$ cat config.mk
export PLATFORM = sky130hd
export DESIGN_NAME = thr_dma_fifo
export DESIGN_NICKNAME = d
export VERILOG_FILES = /design/src/rtl/tdf_pkg.sv /design/src/rtl/tdf_cfg_reg.sv /design/src/rtl/tdf_store.sv /design/src/rtl/tdf_fill_fsm.sv /design/src/rtl/thr_dma_fifo.sv
export SDC_FILE = /design/constraint.sdc
export NUM_CORES = 1
export LEC_CHECK = 0
export CAP_MARGIN = 20
export CORE_MARGIN = 10
export CORE_UTILIZATION = 65
export CTS_CLUSTER_SIZE = 24
export DETAILED_ROUTE_END_ITERATION = 12
export HOLD_SLACK_MARGIN = 0.1
export PLACE_DENSITY_LB_ADDON = 0.05
export SLEW_MARGIN = 25
export SYNTH_ARGS = -nofsm -noshare
export SYNTH_HDL_FRONTEND = slang
export SYNTH_HIERARCHICAL = 1
export SYNTH_SLANG_ARGS = --single-unit
export TNS_END_PERCENT = 10
$ cat constraint.sdc
create_clock -name clk -period 14.4 [get_ports clk]
set_clock_uncertainty 0.05 [all_clocks]
set_input_delay 2.16 -clock clk [delete_from_list [all_inputs] [get_ports clk]]
set_output_delay 2.16 -clock clk [all_outputs]
set_load 0.01 [all_outputs]
$ cat src/rtl/tdf_pkg.sv
package tdf_pkg;
    localparam int DEPTH_MAX    = 96;
    localparam int DEPTH_COMPAT = 32;
    localparam int THR_COMPAT   = 16;
    localparam int LVL_W        = $clog2(DEPTH_MAX + 1);
    localparam int PTR_W        = $clog2(DEPTH_MAX);

    typedef enum logic [1:0] {
        ST_EMPTY = 2'd0,
        ST_HOLD  = 2'd1,
        ST_RUN   = 2'd2
    } fill_state_e;

    typedef struct packed {
        logic             compat;
        logic             rx_side;
        logic             hold_tx;
        logic [LVL_W-1:0] thresh;
    } fifo_cfg_t;
endpackage

$ cat src/rtl/tdf_cfg_reg.sv
module tdf_cfg_reg
    import tdf_pkg::*;
#(
    parameter int DEF_THRESH = 48
) (
    input  logic             clk,
    input  logic             rst_n,
    input  logic             load,
    input  logic             fifo_empty,
    input  fifo_cfg_t        cfg_in,
    output fifo_cfg_t        cfg_q,
    output logic [LVL_W-1:0] depth,
    output logic [LVL_W-1:0] thr_eff,
    output logic             applied
);
    assign applied = load && fifo_empty;

    always_ff @(posedge clk) begin
        if (!rst_n) begin
            cfg_q.compat  <= 1'b0;
            cfg_q.rx_side <= 1'b0;
            cfg_q.hold_tx <= 1'b0;
            cfg_q.thresh  <= LVL_W'(DEF_THRESH);
        end else if (applied) begin
            cfg_q <= cfg_in;
        end
    end

    always_comb begin
        if (cfg_q.compat) begin
            depth   = LVL_W'(DEPTH_COMPAT);
            thr_eff = LVL_W'(THR_COMPAT);
        end else begin
            depth   = LVL_W'(DEPTH_MAX);
            thr_eff = cfg_q.thresh;
        end
    end
endmodule

$ cat src/rtl/tdf_store.sv
module tdf_store
    import tdf_pkg::*;
#(
    parameter int DATA_W = 8
) (
    input  logic              clk,
    input  logic              we,
    input  logic [PTR_W-1:0]  waddr,
    input  logic [DATA_W-1:0] wdata,
    input  logic [PTR_W-1:0]  raddr,
    output logic [DATA_W-1:0] rdata
);
    logic [DATA_W-1:0] mem [DEPTH_MAX];

    always_ff @(posedge clk) begin
        if (we) begin
            mem[waddr] <= wdata;
        end
    end

    assign rdata = mem[raddr];
endmodule

$ cat src/rtl/tdf_fill_fsm.sv
module tdf_fill_fsm
    import tdf_pkg::*;
(
    input  logic             clk,
    input  logic             rst_n,
    input  logic [LVL_W-1:0] lvl_next,
    input  logic             gate_ok,
    output fill_state_e      state,
    output logic             may_pop
);
    fill_state_e state_n;

    always_ff @(posedge clk) begin
        if (!rst_n) begin
            state <= ST_EMPTY;
        end else begin
            state <= state_n;
        end
    end

    always_comb begin
        state_n = state;
        unique case (state)
            ST_EMPTY: begin
                if (lvl_next != '0) begin
                    state_n = gate_ok ? ST_RUN : ST_HOLD;
                end
            end
            ST_HOLD: begin
                if (lvl_next == '0) begin
                    state_n = ST_EMPTY;
                end else if (gate_ok) begin
                    state_n = ST_RUN;
                end
            end
            ST_RUN: begin
                if (lvl_next == '0) begin
                    state_n = ST_EMPTY;
                end
            end
            default: state_n = ST_EMPTY;
        endcase
    end

    always_comb begin
        may_pop = (state == ST_RUN);
    end
endmodule

$ cat src/rtl/thr_dma_fifo.sv
module thr_dma_fifo
    import tdf_pkg::*;
#(
    parameter int DATA_W     = 8,
    parameter int DEF_THRESH = 48
) (
    input  logic              clk,
    input  logic              rst_n,
    input  logic              cfg_load,
    input  logic              cfg_compat,
    input  logic              cfg_rx,
    input  logic              cfg_hold,
    input  logic [LVL_W-1:0]  cfg_thresh,
    input  logic              push_valid,
    input  logic [DATA_W-1:0] push_data,
    input  logic              pop_ready,
    output logic [DATA_W-1:0] pop_data,
    output logic              pop_valid,
    input  logic              frame_start,
    input  logic              collision,
    output logic              dma_req,
    output logic [LVL_W-1:0]  level,
    output logic              overflow
);
    fifo_cfg_t        cfg_in, cfg_q;
    logic [LVL_W-1:0] depth, thr_eff;
    logic             applied;

    logic [PTR_W-1:0] wr_ptr, rd_ptr, frm_ptr, wa;
    logic [LVL_W-1:0] count, held, cnt_n;
    logic [LVL_W:0]   occupied;
    logic             frame_ok, ovf_q;
    logic             push_ok, pop_ok, overwrite, rewind, gate_ok, may_pop;
    fill_state_e      state;

    assign cfg_in = '{compat: cfg_compat, rx_side: cfg_rx, hold_tx: cfg_hold, thresh: cfg_thresh};

    tdf_cfg_reg #(.DEF_THRESH(DEF_THRESH)) u_cfg (
        .clk        (clk),
        .rst_n      (rst_n),
        .load       (cfg_load),
        .fifo_empty (count == '0),
        .cfg_in     (cfg_in),
        .cfg_q      (cfg_q),
        .depth      (depth),
        .thr_eff    (thr_eff),
        .applied    (applied)
    );

    function automatic logic [PTR_W-1:0] step_ptr(input logic [PTR_W-1:0] p,
                                                  input logic [LVL_W-1:0] d);
        return (p == PTR_W'(d - 1'b1)) ? '0 : p + 1'b1;
    endfunction

    assign occupied  = {1'b0, count} + {1'b0, held};
    assign push_ok   = push_valid && (count != depth);
    assign overwrite = push_ok && frame_ok && !applied && (occupied == {1'b0, depth});
    assign pop_ok    = pop_ready && may_pop && !collision;
    assign rewind    = collision && frame_ok && !cfg_q.compat && !overwrite
                       && !applied && !frame_start;
    assign wa        = applied ? '0 : wr_ptr;

    always_comb begin
        cnt_n = count;
        if (push_ok) cnt_n = cnt_n + 1'b1;
        if (pop_ok)  cnt_n = cnt_n - 1'b1;
        if (rewind)  cnt_n = cnt_n + held;
    end

    assign gate_ok = cfg_q.rx_side || !cfg_q.hold_tx || (cnt_n >= thr_eff);

    tdf_fill_fsm u_fsm (
        .clk      (clk),
        .rst_n    (rst_n),
        .lvl_next (cnt_n),
        .gate_ok  (gate_ok),
        .state    (state),
        .may_pop  (may_pop)
    );

    tdf_store #(.DATA_W(DATA_W)) u_store (
        .clk   (clk),
        .we    (push_ok),
        .waddr (wa),
        .wdata (push_data),
        .raddr (rd_ptr),
        .rdata (pop_data)
    );

    always_ff @(posedge clk) begin
        if (!rst_n) begin
            wr_ptr   <= '0;
            rd_ptr   <= '0;
            frm_ptr  <= '0;
            count    <= '0;
            held     <= '0;
            frame_ok <= 1'b0;
            ovf_q    <= 1'b0;
        end else begin
            count <= cnt_n;
            if (push_valid && !push_ok) ovf_q <= 1'b1;

            if (push_ok)      wr_ptr <= step_ptr(wa, depth);
            else if (applied) wr_ptr <= '0;

            if (applied)     rd_ptr <= '0;
            else if (rewind) rd_ptr <= frm_ptr;
            else if (pop_ok) rd_ptr <= step_ptr(rd_ptr, depth);

            if (applied) begin
                frame_ok <= 1'b0;
                held     <= '0;
            end else if (frame_start) begin
                frame_ok <= 1'b1;
                frm_ptr  <= rd_ptr;
                held     <= pop_ok ? LVL_W'(1) : '0;
            end else if (overwrite) begin
                frame_ok <= 1'b0;
                held     <= '0;
            end else if (rewind) begin
                held     <= '0;
            end else if (frame_ok && pop_ok) begin
                held     <= held + 1'b1;
            end
        end
    end

    assign pop_valid = may_pop;
    assign level     = count;
    assign overflow  = ovf_q;
    assign dma_req   = cfg_q.rx_side ? (count >= thr_eff) : (count <= thr_eff);
endmodule

* After elaboration in Yosys (flattened, before gate mapping)
Memories as Yosys holds them, arrays and structs flattened. A register that Yosys moved wholly into a read port is not among the register bits.
Cells that the tools add are included.
** Storage, ports and cells
- Register bits after elaboration :: 49
- Bits of input ports :: 25
- Memories :: 1
- Bits in writable memories :: 768
- Word-level logic and storage cells :: 97
** Memories
- u_store.mem :: depth 96, bits a word 8, rd ports 1, clocked after Yosys merged registers in 1, write ports 1, RTL line tdf_store.sv:13 : logic [DATA_W-1:0] mem [DEPTH_MAX];
** Operators by class
- Reduce and logical (&&, ||, !) cells :: 33
- Multiplexer cells :: 29
- Add/sub/neg operators :: 8
- Magnitude comparators :: 3
- Bitwise gates (word level) :: 2
- Equal/unequal tests :: 9
** Operator list (count)
- 7-bit two-way mux :: 17
- 7-bit by 1-bit adder with 7-bit output, second input constant :: 4
- 7-bit equality test :: 2
- 7-bit >= comparator :: 2
- 1-bit logical AND :: 14
- 7-bit logical NOT :: 2
- 7-bit by 1-bit subtractor with 7-bit output, second input constant :: 2
- 2-bit two-way mux :: 5
- 7-bit by 7-bit adder with 8-bit output :: 1
- 8-bit by 7-bit equality test with 1-bit output :: 1
- 7-bit adder :: 1
- 7-bit <= comparator :: 1
- 1-bit logical NOT :: 7
- 7-bit != test :: 1
- 7-bit nonzero test :: 1
- 1-bit two-way mux :: 6
- 2-bit one-hot mux with 3 select lines :: 1
- 2-bit by 1-bit != test with 1-bit output, second input constant :: 2
- 2-bit nonzero test :: 2
- 4-bit nonzero test :: 1
- 3-bit by 1-bit != test with 1-bit output, second input constant :: 1
- 3-bit AND reduction :: 1
- 2-bit by 1-bit equality test with 1-bit output, second input constant :: 1
- 2-bit equality test, second input constant :: 1
- other kinds (5) :: 7

* Longest topological paths before layout
- Word-level depth :: 16
- Depth in mapped cells :: 27
- Depth with buffers taken out :: 25

* Hierarchy
Netlist, hierarchy kept.
** Modules (own cells, without submodules)
- tdf_store :: area each 29907.4 um^2, seq. area each 23062.1 um^2, cells each 1429, instances 1
- thr_dma_fifo :: area each 3499.6 um^2, seq. area each 740.7 um^2, cells each 424, instances 1
- tdf_cfg_reg :: area each 519.2 um^2, seq. area each 200.2 um^2, cells each 62, instances 1
- tdf_fill_fsm :: area each 105.1 um^2, seq. area each 40.0 um^2, cells each 11, instances 1

* Least setup slack after synthesis
No wires, ideal clock.
- Kind :: input -> register
- From :: in push_valid
- To :: reg u_fsm.state[1]
- Stages on the path :: 22
- Required time :: 14224 ps
- Library setup time :: 126 ps
- Arrival time :: 5662 ps
- Slack :: 8562 ps
- Cells stage by stage :: inv_1 -> a31oi_4 -> buf_2 -> xnor2_1 -> ha_1 -> nand2_1 -> xnor2_1 -> xnor2_1 -> ha_1 -> nor2b_1 -> a221oi_1 -> o21bai_1 -> a21oi_1 -> xnor2_1 -> nand3_1 -> xor2_1 -> ha_1 -> o21ai_0 -> nand3_1 -> and2b_1 -> o21ai_1 -> a21oi_1
** On the way
- Longest elaborated chain between the ends :: 14
- Elaborated cells on any way between the ends :: 25
- Classes of those cells :: 2 x add/sub; 1 x order compare; 3 x eq/ne; 7 x mux; 12 x reduce/logical
** Ends and longest elaborated chain
- from (decl) :: RTL line thr_dma_fifo.sv:14 : input logic push_valid,
- 1-bit logical AND (*) :: RTL line thr_dma_fifo.sv:56 : assign push_ok = push_valid && (count != depth);
- named net push_ok :: RTL line thr_dma_fifo.sv:33 : logic push_ok, pop_ok, overwrite, rewind, gate_ok, may_pop;
- branches (longest 7 deep; another with 7-bit by 1-bit subtractor with 7-bit output)
- 7-bit two-way mux (*) :: RTL line thr_dma_fifo.sv:67 : if (rewind) cnt_n = cnt_n + held;
- named net cnt_n[6] :: RTL line thr_dma_fifo.sv:30 : logic [LVL_W-1:0] count, held, cnt_n;
- 7-bit >= comparator (*) :: RTL line thr_dma_fifo.sv:70 : assign gate_ok = cfg_q.rx_side || !cfg_q.hold_tx || (cnt_n >= thr_eff);
- 1-bit logical OR (*) :: RTL line thr_dma_fifo.sv:70
- named net gate_ok :: RTL line thr_dma_fifo.sv:33
- 2-bit two-way mux :: RTL line tdf_fill_fsm.sv:26 : state_n = gate_ok ? ST_RUN : ST_HOLD;
- 2-bit two-way mux :: RTL line tdf_fill_fsm.sv:25 : if (lvl_next != '0) begin
- 2-bit one-hot mux with 3 select lines :: RTL line tdf_fill_fsm.sv:23 : unique case (state)
- to (signal assigned) :: RTL line tdf_fill_fsm.sv:17 : state <= state_n;
- to (decl) :: RTL line tdf_fill_fsm.sv:8 : output fill_state_e state,
Mark *: on every way through the listed nets, which the timed path passes. The select of a mux whose other input is x is not followed.
A chain may end at the register's enable or synchronous reset.

==> metrics.md <==
| Metric | Value |
|---|---|
| Post-CTS setup buffers | `0` |
| Largest net degree at the start of global routing | `134` |
| Min Tclk post-route | `7428 ps` |
| Site Rows | `83` |
| Hold-fix buffers, CTS | `0` |
| Synth area leader | `edfxtp_1` |
| DRC violations left | `0` |
| Sequential-to-total area share from yosys stat | `70.65%` |
| Most frequent CP cell | `a221oi_1` |
| Finish-stage setup viols | `0` |
| Status | `completed` |
| Post-synth EDFFs | `768` |
| Worst Hold Depth | `2` |
| Final core occ | `72.74%` |
| Crit-path max cell delay | `840 ps` |
| Share of layout cells above drive strength 1 | `17.84%` |
| Die Y | `248.8 µm` |
| Post-cts sizing count | `0` |
| Class of the most critical setup path | `flip-flop to output port` |
| Vias in the first global route | `18098` |
| Worst-margin pin slew | `1056 ps` |
| Max cap viols | `0` |
| Initial antenna violation count | `1` |
| Clk root buf | `clkbuf_16` |
| Total congestion overflow | `0` |
| Worst IR Drop VDD | `0.1124 mV` |
| Total CTS buffers | `81` |
| Synth top area share | `67.77%` |
| Yosys reg bits | `817` |
| Cells after synthesis | `1926` |
| Total vias in the final route | `18270` |
| Antenna viol nets, final | `0` |
| Dpl cell area | `34910 µm²` |
| Hold Path Class | `flip-flop to flip-flop` |
| Syn avg cell area | `17.67 µm²` |
| CTS clock-pin slew for the worst setup and hold paths | `60 ps` |
| Worst-Skew Late Latency | `630 ps` |
| Most used flip-flop cell after synthesis | `edfxtp_1` |
| Synth Cell Area | `34030 µm²` |
| I/O pin cnt | `43` |
| Pwr dens | `141.0 nW/µm²` |
| First-pass GRT wire length | `117400 µm` |
| Max stage delay cell, worst path | `buf_4` |
| Total global-route track usage | `25.00%` |
| RSZ-0062 raised after global routing | `false` |
| Commonest non-fill, non-tap cell in the layout | `edfxtp_1` |
| Avg Vias per Cell | `6.702` |
| Worst path required time | `12190 ps` |
| Synth unique cells | `75` |
| Worst path top cell family by delay | `buffers and inverters` |
| Synth top area cells | `edfxtp_1 (68%), mux4_2 (12%), dfxtp_1 (2.9%)` |
| Crit Path Max Fanout | `49` |
| Lkg Pwr | `11.67 nW` |
| Relative slew margins | `29.36%` |
| Most frequent cells in the layout | `edfxtp_1 (768), mux4_2 (179), nor2_1 (151)` |
| Starting Density | `65.94%` |
| FMAX | `134.6 MHz` |
| Ant. Diodes | `0` |
| Die Area | `61910 µm²` |
| Total Routed Length | `77960 µm` |
| Critical path buffers and inverters | `3` |
| CTS HTree Levels | `3` |
| Critical path capture point type | `output port` |
| Routed WL per cell | `28.60 µm` |
| DPL Wire Length | `46710 µm` |
| Startpoint Class | `flip-flop` |
| Core area | `51610 µm²` |
| Ys Warns | `6` |
| GP Congestion | `0.8622` |
| Worst-path cell chain | `buf_4 -> buf_4 -> and2_0 -> a221oi_1 -> a221oi_1 -> a221oi_1 -> a211o_1 -> clkdlybuf4s50_1` |
| Reg2reg path depth | `23` |
| Fillers | `3075` |
| Pre-antenna DRT Iters | `6` |
| Initial DRC count | `2204` |
| Final period utilization | `51.58%` |
| IO Port Bufs | `42` |
| CTS tree | `yes` |
| TritonCTS Sinks | `817` |
| Post-route cell area | `37550 µm²` |
| Max Transition Viols Final | `0` |
| R2R Setup Slk | `8870 ps` |
| Fin nets | `2042` |
| Critical Path AT | `5220 ps` |
| WP depth | `8` |
| Hold WS | `403.5 ps` |
| Ys async rst share | `0%` |
| Setup TNS | `0 ps` |
| Count of final hold-check violations | `0` |
| Area Overhead vs Synth | `10.33%` |
| Die Width | `248.8 µm` |
| Bufs on Longest Clock Path | `3` |
-- Yosys cell counts (all sizes together), types with 4 or more instances --
cell,count
nor2,154
a22oi,34
mux2,7
o221ai,5
and2,13
nor2b,48
o211ai,5
nand4,17
nand2b,13
dfxtp,49
a221oi,10
o31ai,4
xnor2,40
or3,4
nor3,19
inv,24
nand2,88
a21o,6
a31oi,12
nand3,51
mux4,179
a211oi,13
o21ai,35
buf,74
a21oi,29
o22ai,9
ha,35
mux2i,64
edfxtp,768
o21a,4
xor2,25
clkbuf,27
o2111ai,4
and3,11
-- registers in the layout, summed over array words and instances, names as in the netlist --
signal / flops
frame_ok: 1
frm_ptr: 7
held: 7
level: 7
overflow: 1
rd_ptr: 7
u_cfg/cfg_q: 10
u_fsm/state: 2
u_store/mem: 768
wr_ptr: 7
-- final timing paths --
path | startpoint | to
max | rd_ptr[0] | pop_data[0]
min | u_cfg/cfg_q[2] | u_cfg/cfg_q[2]
max reg2reg | u_cfg/cfg_q[9] | u_fsm/state[1]
min reg2reg | u_cfg/cfg_q[2] | u_cfg/cfg_q[2]
-- metrics by stage --
| stage | cells | setup slack, ps | power [W] |
|---|---|---|---|
| floorplan | 1930 | 8562 | 0.003082 |
| CTS | 2725 | 6898 | 0.005316 |
| detailed placement | 2576 | 7384 | 0.003284 |
| global placement | 2576 | 7421 | 0.003273 |
| finish | 2726 | 6972 | 0.005294 |
| global route | 2726 | 6642 | 0.005458 |
-- area by class of cell --
| type | instances | area [µm²] | area share (%) |
|---|---|---|---|
| flip-flops and latches | 817 | 24050 | 64.07 |
| multi-input cells | 988 | 9341 | 24.88 |
| clock inverters | 49 | 431.7 | 1.150 |
| inverters | 24 | 90.09 | 0.2399 |
| clock buffers | 100 | 2151 | 5.728 |
| well taps | 680 | 850.8 | 2.266 |
| repair buffers | 68 | 626.9 | 1.670 |
-- cell families (layout without fill, tap and decap cells) --
logic type | after synthesis | count (layout) | share of synthesized area, %
DFF | 817 | 817 | 70.65
and+or+nand+nor | 437 | 437 | 6.247
muxes | 250 | 250 | 13.97
AOI/OAI and AO/OA | 193 | 193 | 3.978
buffers and inverters | 125 | 241 | 2.055
xor gates and xnor gates | 65 | 65 | 1.673
adders and majority gates | 37 | 37 | 1.404
other | 2 | 6 | 0.02207
-- worst reg2reg max path, delay by kind of cell (launching register included) --
| family | cells | cell delay [ps] |
|---|---|---|
| xor+xnor | 6 | 1450 |
| compound gates | 7 | 1260 |
| simple gates | 6 | 1090 |
| fa+ha+maj | 3 | 810 |
| flops | 1 | 580 |
| buf+inv | 1 | 180 |
-- metal layers --
layer  vias up  GRT usage, %  wire [µm]
met3       164         5.507       7990
met1      9342         36.21      31240
li1       7776             -          -
met5         -             0         13
met4         2         7.763       2256
met2       986         37.71      36450
-- report_power, final --
group / internal (W) / switching [W] / total [W]
Sequential: 0.00262 / 0.0000373 / 0.00265
Combinational: 0.000245 / 0.000343 / 0.000588
Clock: 0.00117 / 0.000879 / 0.00205
No activity file was read; power rests on OpenSTA's default activity.
